### config.mk
export PLATFORM = sky130hd
export DESIGN_NAME = cfg_lock_seq
export DESIGN_NICKNAME = d
export VERILOG_FILES = /design/src/rtl/cfg_lock_pkg.sv /design/src/rtl/cfg_lock_decode.sv /design/src/rtl/cfg_lock_fsm.sv /design/src/rtl/cfg_lock_store.sv /design/src/rtl/cfg_lock_seq.sv
export SDC_FILE = /design/constraint.sdc
export NUM_CORES = 1
export LEC_CHECK = 0
export BUFFER_PORTS_ARGS = -buffer_cell sky130_fd_sc_hd__buf_2
export CORE_MARGIN = 2
export CORE_UTILIZATION = 43
export CTS_CLUSTER_DIAMETER = 30
export DETAILED_ROUTE_END_ITERATION = 8
export PLACE_DENSITY = 0.94
export SLEW_MARGIN = 40
export SYNTH_ARGS = -nofsm -noshare
export SYNTH_HDL_FRONTEND = slang
export SYNTH_SLANG_ARGS = --single-unit
### constraint.sdc
create_clock -name clk_i -period 2.9 [get_ports clk_i]
set_input_delay 0.145 -clock clk_i [delete_from_list [all_inputs] [get_ports clk_i]]
set_output_delay 0.145 -clock clk_i [all_outputs]
set_load 0.01 [all_outputs]
### src/rtl/cfg_lock_pkg.sv
package cfg_lock_pkg;
  typedef enum logic [1:0] {
    SEQ_IDLE = 2'd0,
    SEQ_ARM1 = 2'd1,
    SEQ_ARM2 = 2'd2,
    SEQ_ARM3 = 2'd3
  } seq_state_t;

  localparam logic [1:0] SZ_BYTE = 2'b00;
  localparam logic [1:0] SZ_HALF = 2'b01;
  localparam logic [1:0] SZ_WORD = 2'b10;
endpackage

### src/rtl/cfg_lock_decode.sv
module cfg_lock_decode #(
  parameter int NPINS = 16
) (
  input  logic             valid_i,
  input  logic             sel_i,
  input  logic             we_i,
  input  logic [1:0]       size_i,
  input  logic [NPINS:0]   wdata_i,
  input  logic [NPINS-1:0] staged_i,
  output logic             hit_o,
  output logic             word_wr_o,
  output logic             word_rd_o,
  output logic             key_one_o,
  output logic             same_mask_o
);
  import cfg_lock_pkg::*;
  logic word;
  assign hit_o       = valid_i && sel_i;
  assign word        = (size_i == SZ_WORD);
  assign word_wr_o   = hit_o && word && we_i;
  assign word_rd_o   = hit_o && word && !we_i;
  assign key_one_o   = wdata_i[NPINS];
  assign same_mask_o = (wdata_i[NPINS-1:0] == staged_i);
endmodule

### src/rtl/cfg_lock_fsm.sv
module cfg_lock_fsm (
  input  logic clk_i,
  input  logic rst_ni,
  input  logic locked_i,
  input  logic hit_i,
  input  logic word_wr_i,
  input  logic word_rd_i,
  input  logic key_one_i,
  input  logic same_mask_i,
  output logic commit_o
);
  import cfg_lock_pkg::*;
  seq_state_t state_q, state_d;

  always_comb begin
    state_d  = state_q;
    commit_o = 1'b0;
    if (locked_i) begin
      state_d = SEQ_IDLE;
    end else if (hit_i) begin
      // any lock-register access that is not the expected step returns to idle
      state_d = SEQ_IDLE;
      unique case (state_q)
        SEQ_IDLE: if (word_wr_i && key_one_i) state_d = SEQ_ARM1;
        SEQ_ARM1: if (word_wr_i && !key_one_i && same_mask_i) state_d = SEQ_ARM2;
        SEQ_ARM2: if (word_wr_i && key_one_i && same_mask_i) state_d = SEQ_ARM3;
        SEQ_ARM3: if (word_rd_i) commit_o = 1'b1;
        default:  state_d = SEQ_IDLE;
      endcase
    end
  end

  always_ff @(posedge clk_i or negedge rst_ni) begin
    if (!rst_ni) state_q <= SEQ_IDLE;
    else         state_q <= state_d;
  end
endmodule

### src/rtl/cfg_lock_store.sv
module cfg_lock_store #(
  parameter int NPINS = 16
) (
  input  logic             clk_i,
  input  logic             rst_ni,
  input  logic             word_wr_i,
  input  logic [NPINS-1:0] wmask_i,
  input  logic             commit_i,
  output logic [NPINS-1:0] staged_o,
  output logic             key_o
);
  always_ff @(posedge clk_i or negedge rst_ni) begin
    if (!rst_ni) begin
      staged_o <= '0;
      key_o    <= 1'b0;
    end else if (!key_o) begin
      if (word_wr_i) staged_o <= wmask_i;
      if (commit_i)  key_o    <= 1'b1;
    end
  end
endmodule

### src/rtl/cfg_lock_seq.sv
module cfg_lock_seq #(
  parameter int NPINS = 16,
  parameter int DW    = 32
) (
  input  logic             clk_i,
  input  logic             rst_ni,
  input  logic             acc_valid_i,
  input  logic             acc_sel_i,
  input  logic             acc_we_i,
  input  logic [1:0]       acc_size_i,
  input  logic [DW-1:0]    acc_wdata_i,
  output logic [NPINS-1:0] lock_mask_o,
  output logic             key_active_o,
  output logic [DW-1:0]    rdata_o
);
  localparam int KEY_BIT = NPINS;
  localparam int RSV_W   = DW - KEY_BIT - 1;

  logic             hit, word_wr, word_rd, key_one, same_mask, commit, key_q;
  logic [NPINS-1:0] staged_q;

  cfg_lock_decode #(.NPINS(NPINS)) u_dec (
    .valid_i    (acc_valid_i),
    .sel_i      (acc_sel_i),
    .we_i       (acc_we_i),
    .size_i     (acc_size_i),
    .wdata_i    (acc_wdata_i[KEY_BIT:0]),
    .staged_i   (staged_q),
    .hit_o      (hit),
    .word_wr_o  (word_wr),
    .word_rd_o  (word_rd),
    .key_one_o  (key_one),
    .same_mask_o(same_mask)
  );

  cfg_lock_fsm u_fsm (
    .clk_i      (clk_i),
    .rst_ni     (rst_ni),
    .locked_i   (key_q),
    .hit_i      (hit),
    .word_wr_i  (word_wr),
    .word_rd_i  (word_rd),
    .key_one_i  (key_one),
    .same_mask_i(same_mask),
    .commit_o   (commit)
  );

  cfg_lock_store #(.NPINS(NPINS)) u_store (
    .clk_i    (clk_i),
    .rst_ni   (rst_ni),
    .word_wr_i(word_wr),
    .wmask_i  (acc_wdata_i[NPINS-1:0]),
    .commit_i (commit),
    .staged_o (staged_q),
    .key_o    (key_q)
  );

  assign key_active_o = key_q;
  assign lock_mask_o  = key_q ? staged_q : '0;
  assign rdata_o      = {{RSV_W{1'b0}}, key_q, staged_q};
endmodule

==> flow_summary_export.csv, run 1 <==
group,metric,value,unit
sta,fin_crit_sh,56.4,%
synthesis,synth_area,1210,µm²
cts,cts_max_level,1,
worst_setup_path,crit_type,"register to register",
layout,drive_gt1_share,48.8,%
cts,worstSkewPairLatency,0.30,ns
floorplan,die_w,57.0,µm
layout,final_common_cell,"buf_2",
floorplan,io_pins,88,
global_routing,grt_max_degree,22,
drt,drc,0,
drt,vias,919,
power,vdd_drop_max,0.200,mV
floorplan,start_util,44.6,%
cts,cts_tree,"built",
synthesis,netlist_instances,104,
global_routing,grtUsageTotal,15.0,%
sta,slew_viol_final,0,
floorplan,die_area,3250,µm²
layout,multiInputGateArea,626,µm²
synthesis,ys_seq_area_share,39.4,%
sta,max_slew.worst_pin.slew,0.571,ns
synthesis,synthDistinctLibCells,23,
worst_setup_path,cp.arrival,1.83,ns
layout,fin_nets,202,
floorplan,rows,19,
cts,cts_root_buf,"clkbuf_4",
sta,relSlewSlack,61.9,%
sta,final.setup.worst_slack,1.26,ns
sta,setup_tns,0,ns
sta,rsz0062_at_grt,"no",
sta,hold_violations,0,
status,status,"completed",
worst_setup_path,crit_fanout,21,
floorplan,fp.dieH,57.0,µm
sta,fmax,611,MHz
synthesis,syn_avg_cell_area,11.6,µm²
global_routing,grt_pass1_vias,880,
run,drv_cap,0,
place,gp_congestion,0.705,
synthesis,ys_warn_count,0,
min_path,hold_class,"input pin to register",
cts,cts.path.max_buffers,2,
drt,first_pass_iters,2,
place,place_ws,1.23,ns
drt,wl,2290,µm
cts,clkTransAtPathRegs,0.11,ns
power,p_leak,0.813,nW
layout,fillers,267,
sta,fin_crit,1.64,ns
drt,viasPerCell,4.76,
layout,syn_to_final_growth,22.1,%
layout,finalNonFillerCells,193,
synthesis,ys_ff_latch,19,
sta,setup_viol_count_final,0,
power,powerDensity,317,nW/µm²
synthesis,synth_edf_count,0,
place,dp.cells,188,
worst_setup_path,cp.required,3.09,ns
synthesis,ys.flop_type,"dfrtp_1",
global_routing,overflow,0,
place,dp_hpwl,1770,µm
worst_setup_path,end_kind,"register",
layout,mostFrequentLayoutCells,"buf_2, dfrtp_1, and2_1, xnor2_1, conb_1",
worst_setup_path,start_kind,"register",
layout,ff_latch_area,475,µm²
global_routing,grt_pass1_wl,3800,µm
cts,cts_resized,0,
cts,cts_buffers,3,
place,portBuffers,57,
cts,cts.sinks,19,
layout,antennaDiodeCount,0,
global_routing,antenna_found_initial,0,
drt,avgRoutedWirePerCell,11.9,µm
synthesis,synth-async-reset-ratio,100,%
floorplan,core,2710,µm²
drt,first_iter_violations,23,
sta,fin_skew,0.00792,ns
drt,ant_nets,0,
-- power breakdown --
group          switching [W]  internal (W)  leakage (nW)   total, W
logic              0.0000332     0.0000282         0.536  0.0000613
registers         0.00000233      0.000267         0.259   0.000269
clock network      0.0000852     0.0000514        0.0177   0.000137
-- sequential cells by signal, summed over array words and instances (netlist names) --
register	cells
u_store.key_o	1
u_fsm.state_q	2
u_store.staged_o	16
-- synthesized netlist by cell type (2+ instances only) --
cell,count,area (µm²)
dfrtp_1,19,475
xnor2_1,16,140
nand4_1,4,25.0
mux2_2,8,90.1
buf_4,16,120
mux2_4,8,120
a32o_1,2,20.0
and2_1,16,100
-- kinds of logic after synthesis --
family / Yosys count / synth area share [%]
xor gates and xnor gates: 16 / 11.6
muxes: 16 / 17.4
AOI/OAI and AO/OA: 6 / 4.04
and+or+nand+nor: 26 / 14.1
DFF: 19 / 39.4
other: 1 / 0.311
buffers and inverters: 20 / 13.2
-- layer usage --
metal	GRT usage (%)	vias to the layer above	part of all wire [%]	routed length, µm
met1	18.1	432	40	923
met3	3.85	2	9.2	211
met4	4.98	0	0.57	13
met2	25.9	48	50	1140
met5	0	-	0	0
li1	-	437	-	-
-- path summary, 6_finish.rpt --
kind	startpoint	end	slack [ns]	cells after the start
setup / recovery	u_store.key_o$_DFF_PN0_	u_store.staged_o[9]$_DFFE_PN0P_	1.26	3
min in group asynchronous	rst_ni	u_store.staged_o[6]$_DFFE_PN0P_	0.30	2
setup reg to reg	u_store.key_o$_DFF_PN0_	u_store.staged_o[9]$_DFFE_PN0P_	1.26	3
hold reg to reg	u_fsm.state_q[0]$_DFFE_PN0P_	u_fsm.state_q[0]$_DFFE_PN0P_	0.57	1
hold / removal	acc_we_i	u_store.key_o$_DFF_PN0_	0.03	2
max in group asynchronous	rst_ni	u_fsm.state_q[1]$_DFFE_PN0P_	2.28	2
-- what timing repair did --
| item | 4_1_cts | 5_1_grt |
|---|---|---|
| hold buffers | 1 | 0 |
| setup buffers | 0 | 0 |
| endpoints found under the hold margin | 19 | 0 |
-- layout make-up --
cell class                      count  area share (%)
Multi-Input combinational cell     79            42.4
Sequential cell                    19            32.3
Timing Repair Buffer               59            20.5
Tap cell                           31            2.63
Clock buffer                        3            1.53
Clock inverter                      1           0.340
Inverter                            1           0.255
-- per-stage QoR --
step | hold WS, ns | cell area [µm²] | power [W] | utilization, %
2_1_floorplan | -0.151 | 1260 | 0.000318 | -
3_3_place_gp | 0.108 | 1440 | 0.000334 | 53.0
3_5_place_dp | 0.114 | 1440 | 0.000335 | 53.0
4_1_cts | 0.0221 | 1470 | 0.000479 | 54.4
5_1_grt | 0.0276 | 1470 | 0.000500 | 54.4
6_report | 0.0320 | 1470 | 0.000467 | 54.4
-- worst max-delay path, cell delays in order (launching register included) --
cell     delay [ns]
dfrtp_1        0.61
nor3b_2        0.25
buf_4          0.30
mux2_2         0.37
No activity file was read; power rests on OpenSTA's default activity.
==> run 2: changes to the inputs <==
--- a/config.mk
+++ b/config.mk
@@ -5,12 +5,13 @@
 export SDC_FILE = /design/constraint.sdc
 export NUM_CORES = 1
 export LEC_CHECK = 0
+export ABC_AREA = 1
 export BUFFER_PORTS_ARGS = -buffer_cell sky130_fd_sc_hd__buf_2
 export CORE_MARGIN = 2
-export CORE_UTILIZATION = 43
+export CORE_UTILIZATION = 42
 export CTS_CLUSTER_DIAMETER = 30
 export DETAILED_ROUTE_END_ITERATION = 8
-export PLACE_DENSITY = 0.94
+export PLACE_DENSITY = 0.89
 export SLEW_MARGIN = 40
 export SYNTH_ARGS = -nofsm -noshare
 export SYNTH_HDL_FRONTEND = slang
==> constraint.sdc (replaced) <==
create_clock -name clk_i -period 1.6 [get_ports clk_i]
set_input_delay 0.08 -clock clk_i [delete_from_list [all_inputs] [get_ports clk_i]]
set_output_delay 0.08 -clock clk_i [all_outputs]
set_load 0.01 [all_outputs]
==> flow_summary_export.csv, run 2 <==
group,metric,value,unit
cts,cts_root_buf,"clkbuf_4",
worst_setup_path,worst-r2r-cell-count,3,
layout,largest_reg_flops,16,
worst_setup_path,startpoint,"u_store.key_o$_DFF_PN0_",
sta,whs,0.0151,ns
synthesis,synth_edf_count,0,
sta,fin_crit_sh,93.2,%
floorplan,rows,20,
cts,clkTransAtPathRegs,0.11,ns
layout,mostFrequentLayoutCells,"nand2_1, buf_2, inv_1",
worst_setup_path,crit_chain,"buf_4 > nand2_1 > inv_1 > buf_2",
sta,slew_viol_final,0,
global_routing,grt_pass1_vias,1195,
layout,drive_gt1_share,23.7,%
drt,first_iter_violations,61,
global_routing,grt_max_degree,21,
worst_setup_path,r2r_slack,0.14,ns
floorplan,io_pins,88,
sta,setup_tns,0,ns
power,powerDensity,512,nW/µm²
global_routing,antenna_found_initial,0,
synthesis,netlist_instances,221,
worst_setup_path,cp_num_buf_inv,3,
cts,cts.sinks,19,
layout,regMostFlops,"u_store.staged_o",
cts,cts_tree,"built",
synthesis,synth_area,1390,µm²
worst_setup_path,cp.arrival,1.41,ns
layout,reg.largest.list,"u_store.staged_o (16), u_fsm.state_q (2), u_store.key_o (1)",
drt,wl,2920,µm
drt,drc,0,
synthesis,syn_avg_cell_area,6.27,µm²
synthesis,synthDistinctLibCells,21,
floorplan,die_area,3770,µm²
floorplan,die_w,61.4,µm
cts,cts.path.max_buffers,2,
layout,syn_to_final_growth,26.5,%
sta,hold_violations,0,
power,p_leak,1.06,nW
worst_setup_path,slowest_stage,"dfrtp_1",
worst_setup_path,crit_cells,4,
cts,cts_max_level,1,
drt,viasPerCell,4.27,
worst_setup_path,crit_end,"lock_mask_o[7]",
sta,fmax,671,MHz
worst_setup_path,critPathTopFamily,"flip-flops",
cts,cts_buffers,3,
worst_setup_path,end_kind,"output port",
synthesis,ys_warn_count,0,
synthesis,synth_common_cells,"nand2_1, inv_1, dfrtp_1",
worst_setup_path,crit_fanout,11,
place,portBuffers,57,
global_routing,grt_pass1_wl,4630,µm
run,drv_cap,0,
min_path,hold_class,"input pin to register",
sta,setup_viol_count_final,0,
worst_setup_path,crit_type,"register to output port",
synthesis,synth.largest_area_cell,"dfrtp_1",
synthesis,yosys.area.top_type_share,34.3,%
place,dp_hpwl,2210,µm
cts,worstSkewPairLatency,0.30,ns
floorplan,start_util,44.6,%
sta,fin_skew,0.00511,ns
cts,cts_resized,0,
synthesis,ys.flop_type,"dfrtp_1",
power,vdd_drop_max,0.237,mV
worst_setup_path,r2r-end,"u_store.key_o$_DFF_PN0_",
global_routing,grtUsageTotal,16.6,%
worst_setup_path,r2r-start,"u_store.key_o$_DFF_PN0_",
drt,first_pass_iters,4,
sta,fin_crit,1.49,ns
synthesis,synthMostInstantiatedCell,"nand2_1",
layout,final_common_cell,"nand2_1",
status,status,"completed",
floorplan,fp.dieH,61.4,µm
place,gp_congestion,0.716,
sta,rsz0062_at_grt,"no",
worst_setup_path,max_stage_delay,0.58,ns
synthesis,synth-async-reset-ratio,100,%
worst_setup_path,cp.required,1.52,ns
layout,fin_nets,327,
drt,ant_nets,0,
synthesis,ys_seq_area_share,34.3,%
layout,antennaDiodeCount,0,
worst_setup_path,start_kind,"register",
synthesis,ys_ff_latch,19,
synthesis,synthTopCellsByArea,"dfrtp_1, nand2_1, inv_1",
global_routing,overflow,0,
floorplan,core,3100,µm²
drt,avgRoutedWirePerCell,8.82,µm
drt,vias,1415,
==> run 2: power breakdown <==
part	total [W]	switching [W]	internal [W]
Sequential	0.000493	0.00000662	0.000486
Clock	0.000250	0.000153	0.0000970
Combinational	0.000154	0.0000901	0.0000635
Total	0.000896	0.000249	0.000647
==> run 2: what timing repair did <==
action                                  CTS  global route
endpoints found under the setup margin    0             0
setup buffers                             0             0
hold buffers                              9             0
hold endpoints to repair                 26             0
==> run 2: worst min-delay path by stage <==
stage	from	to	slack [ns]	cells after the start
4_1_cts	acc_wdata_i[8]	u_store.staged_o[8]$_DFFE_PN0P_	0.002	3
6_report	acc_wdata_i[8]	u_store.staged_o[8]$_DFFE_PN0P_	0.02	3
3_5_place_dp	rst_ni	u_store.staged_o[14]$_DFFE_PN0P_	0.05	1
2_1_floorplan	rst_ni	u_fsm.state_q[0]$_DFFE_PN0P_	-0.22	0
3_3_place_gp	rst_ni	u_store.staged_o[14]$_DFFE_PN0P_	0.05	1
5_1_grt	acc_wdata_i[8]	u_store.staged_o[8]$_DFFE_PN0P_	0.007	3
==> run 2: area by class of cell <==
cell class	instances	area, µm²
tap	44	55.1
sequential	19	475
timing repair buffer	69	398
clock buffer	4	26.3
fill	303	1350
inverter	50	188
multi-input combinational	145	609
==> run 2: logic make-up after synthesis <==
| group | after synthesis | share of synthesized area [%] |
|---|---|---|
| DFF | 19 | 34.3 |
| muxes | 1 | 0.723 |
| AOI/OAI and AO/OA | 17 | 6.68 |
| and+or+nand+nor | 112 | 32.5 |
| buffers and inverters | 71 | 25.5 |
| other | 1 | 0.271 |
==> run 2: worst reg2reg max path: stages, from the launching register on <==
cell and delay [ns]:
dfrtp_1 0.58, inv_1 0.17, o41ai_1 0.09, dlygate4sd3_1 0.58
==> run 2: through the flow <==
stage	total power, W	setup WS, ns	util [%]	cell area [µm²]	cells
3_5_place_dp	0.000641	0.395	52.7	1640	318
4_1_cts	0.000911	0.0828	56.5	1750	331
2_1_floorplan	0.000598	0.472	-	1440	235
3_3_place_gp	0.000638	0.406	52.7	1640	318
6_report	0.000896	0.109	56.5	1750	331
5_1_grt	0.000956	0.0162	56.5	1750	331
==> run 2: metal layers <==
metal / up-vias / GRT usage, % / routed length (µm)
met5: - / 0 / 0
met2: 45 / 31.2 / 1500
met1: 626 / 18.7 / 1240
li1: 742 / - / -
met3: 2 / 3.15 / 167
met4: 0 / 5.47 / 13
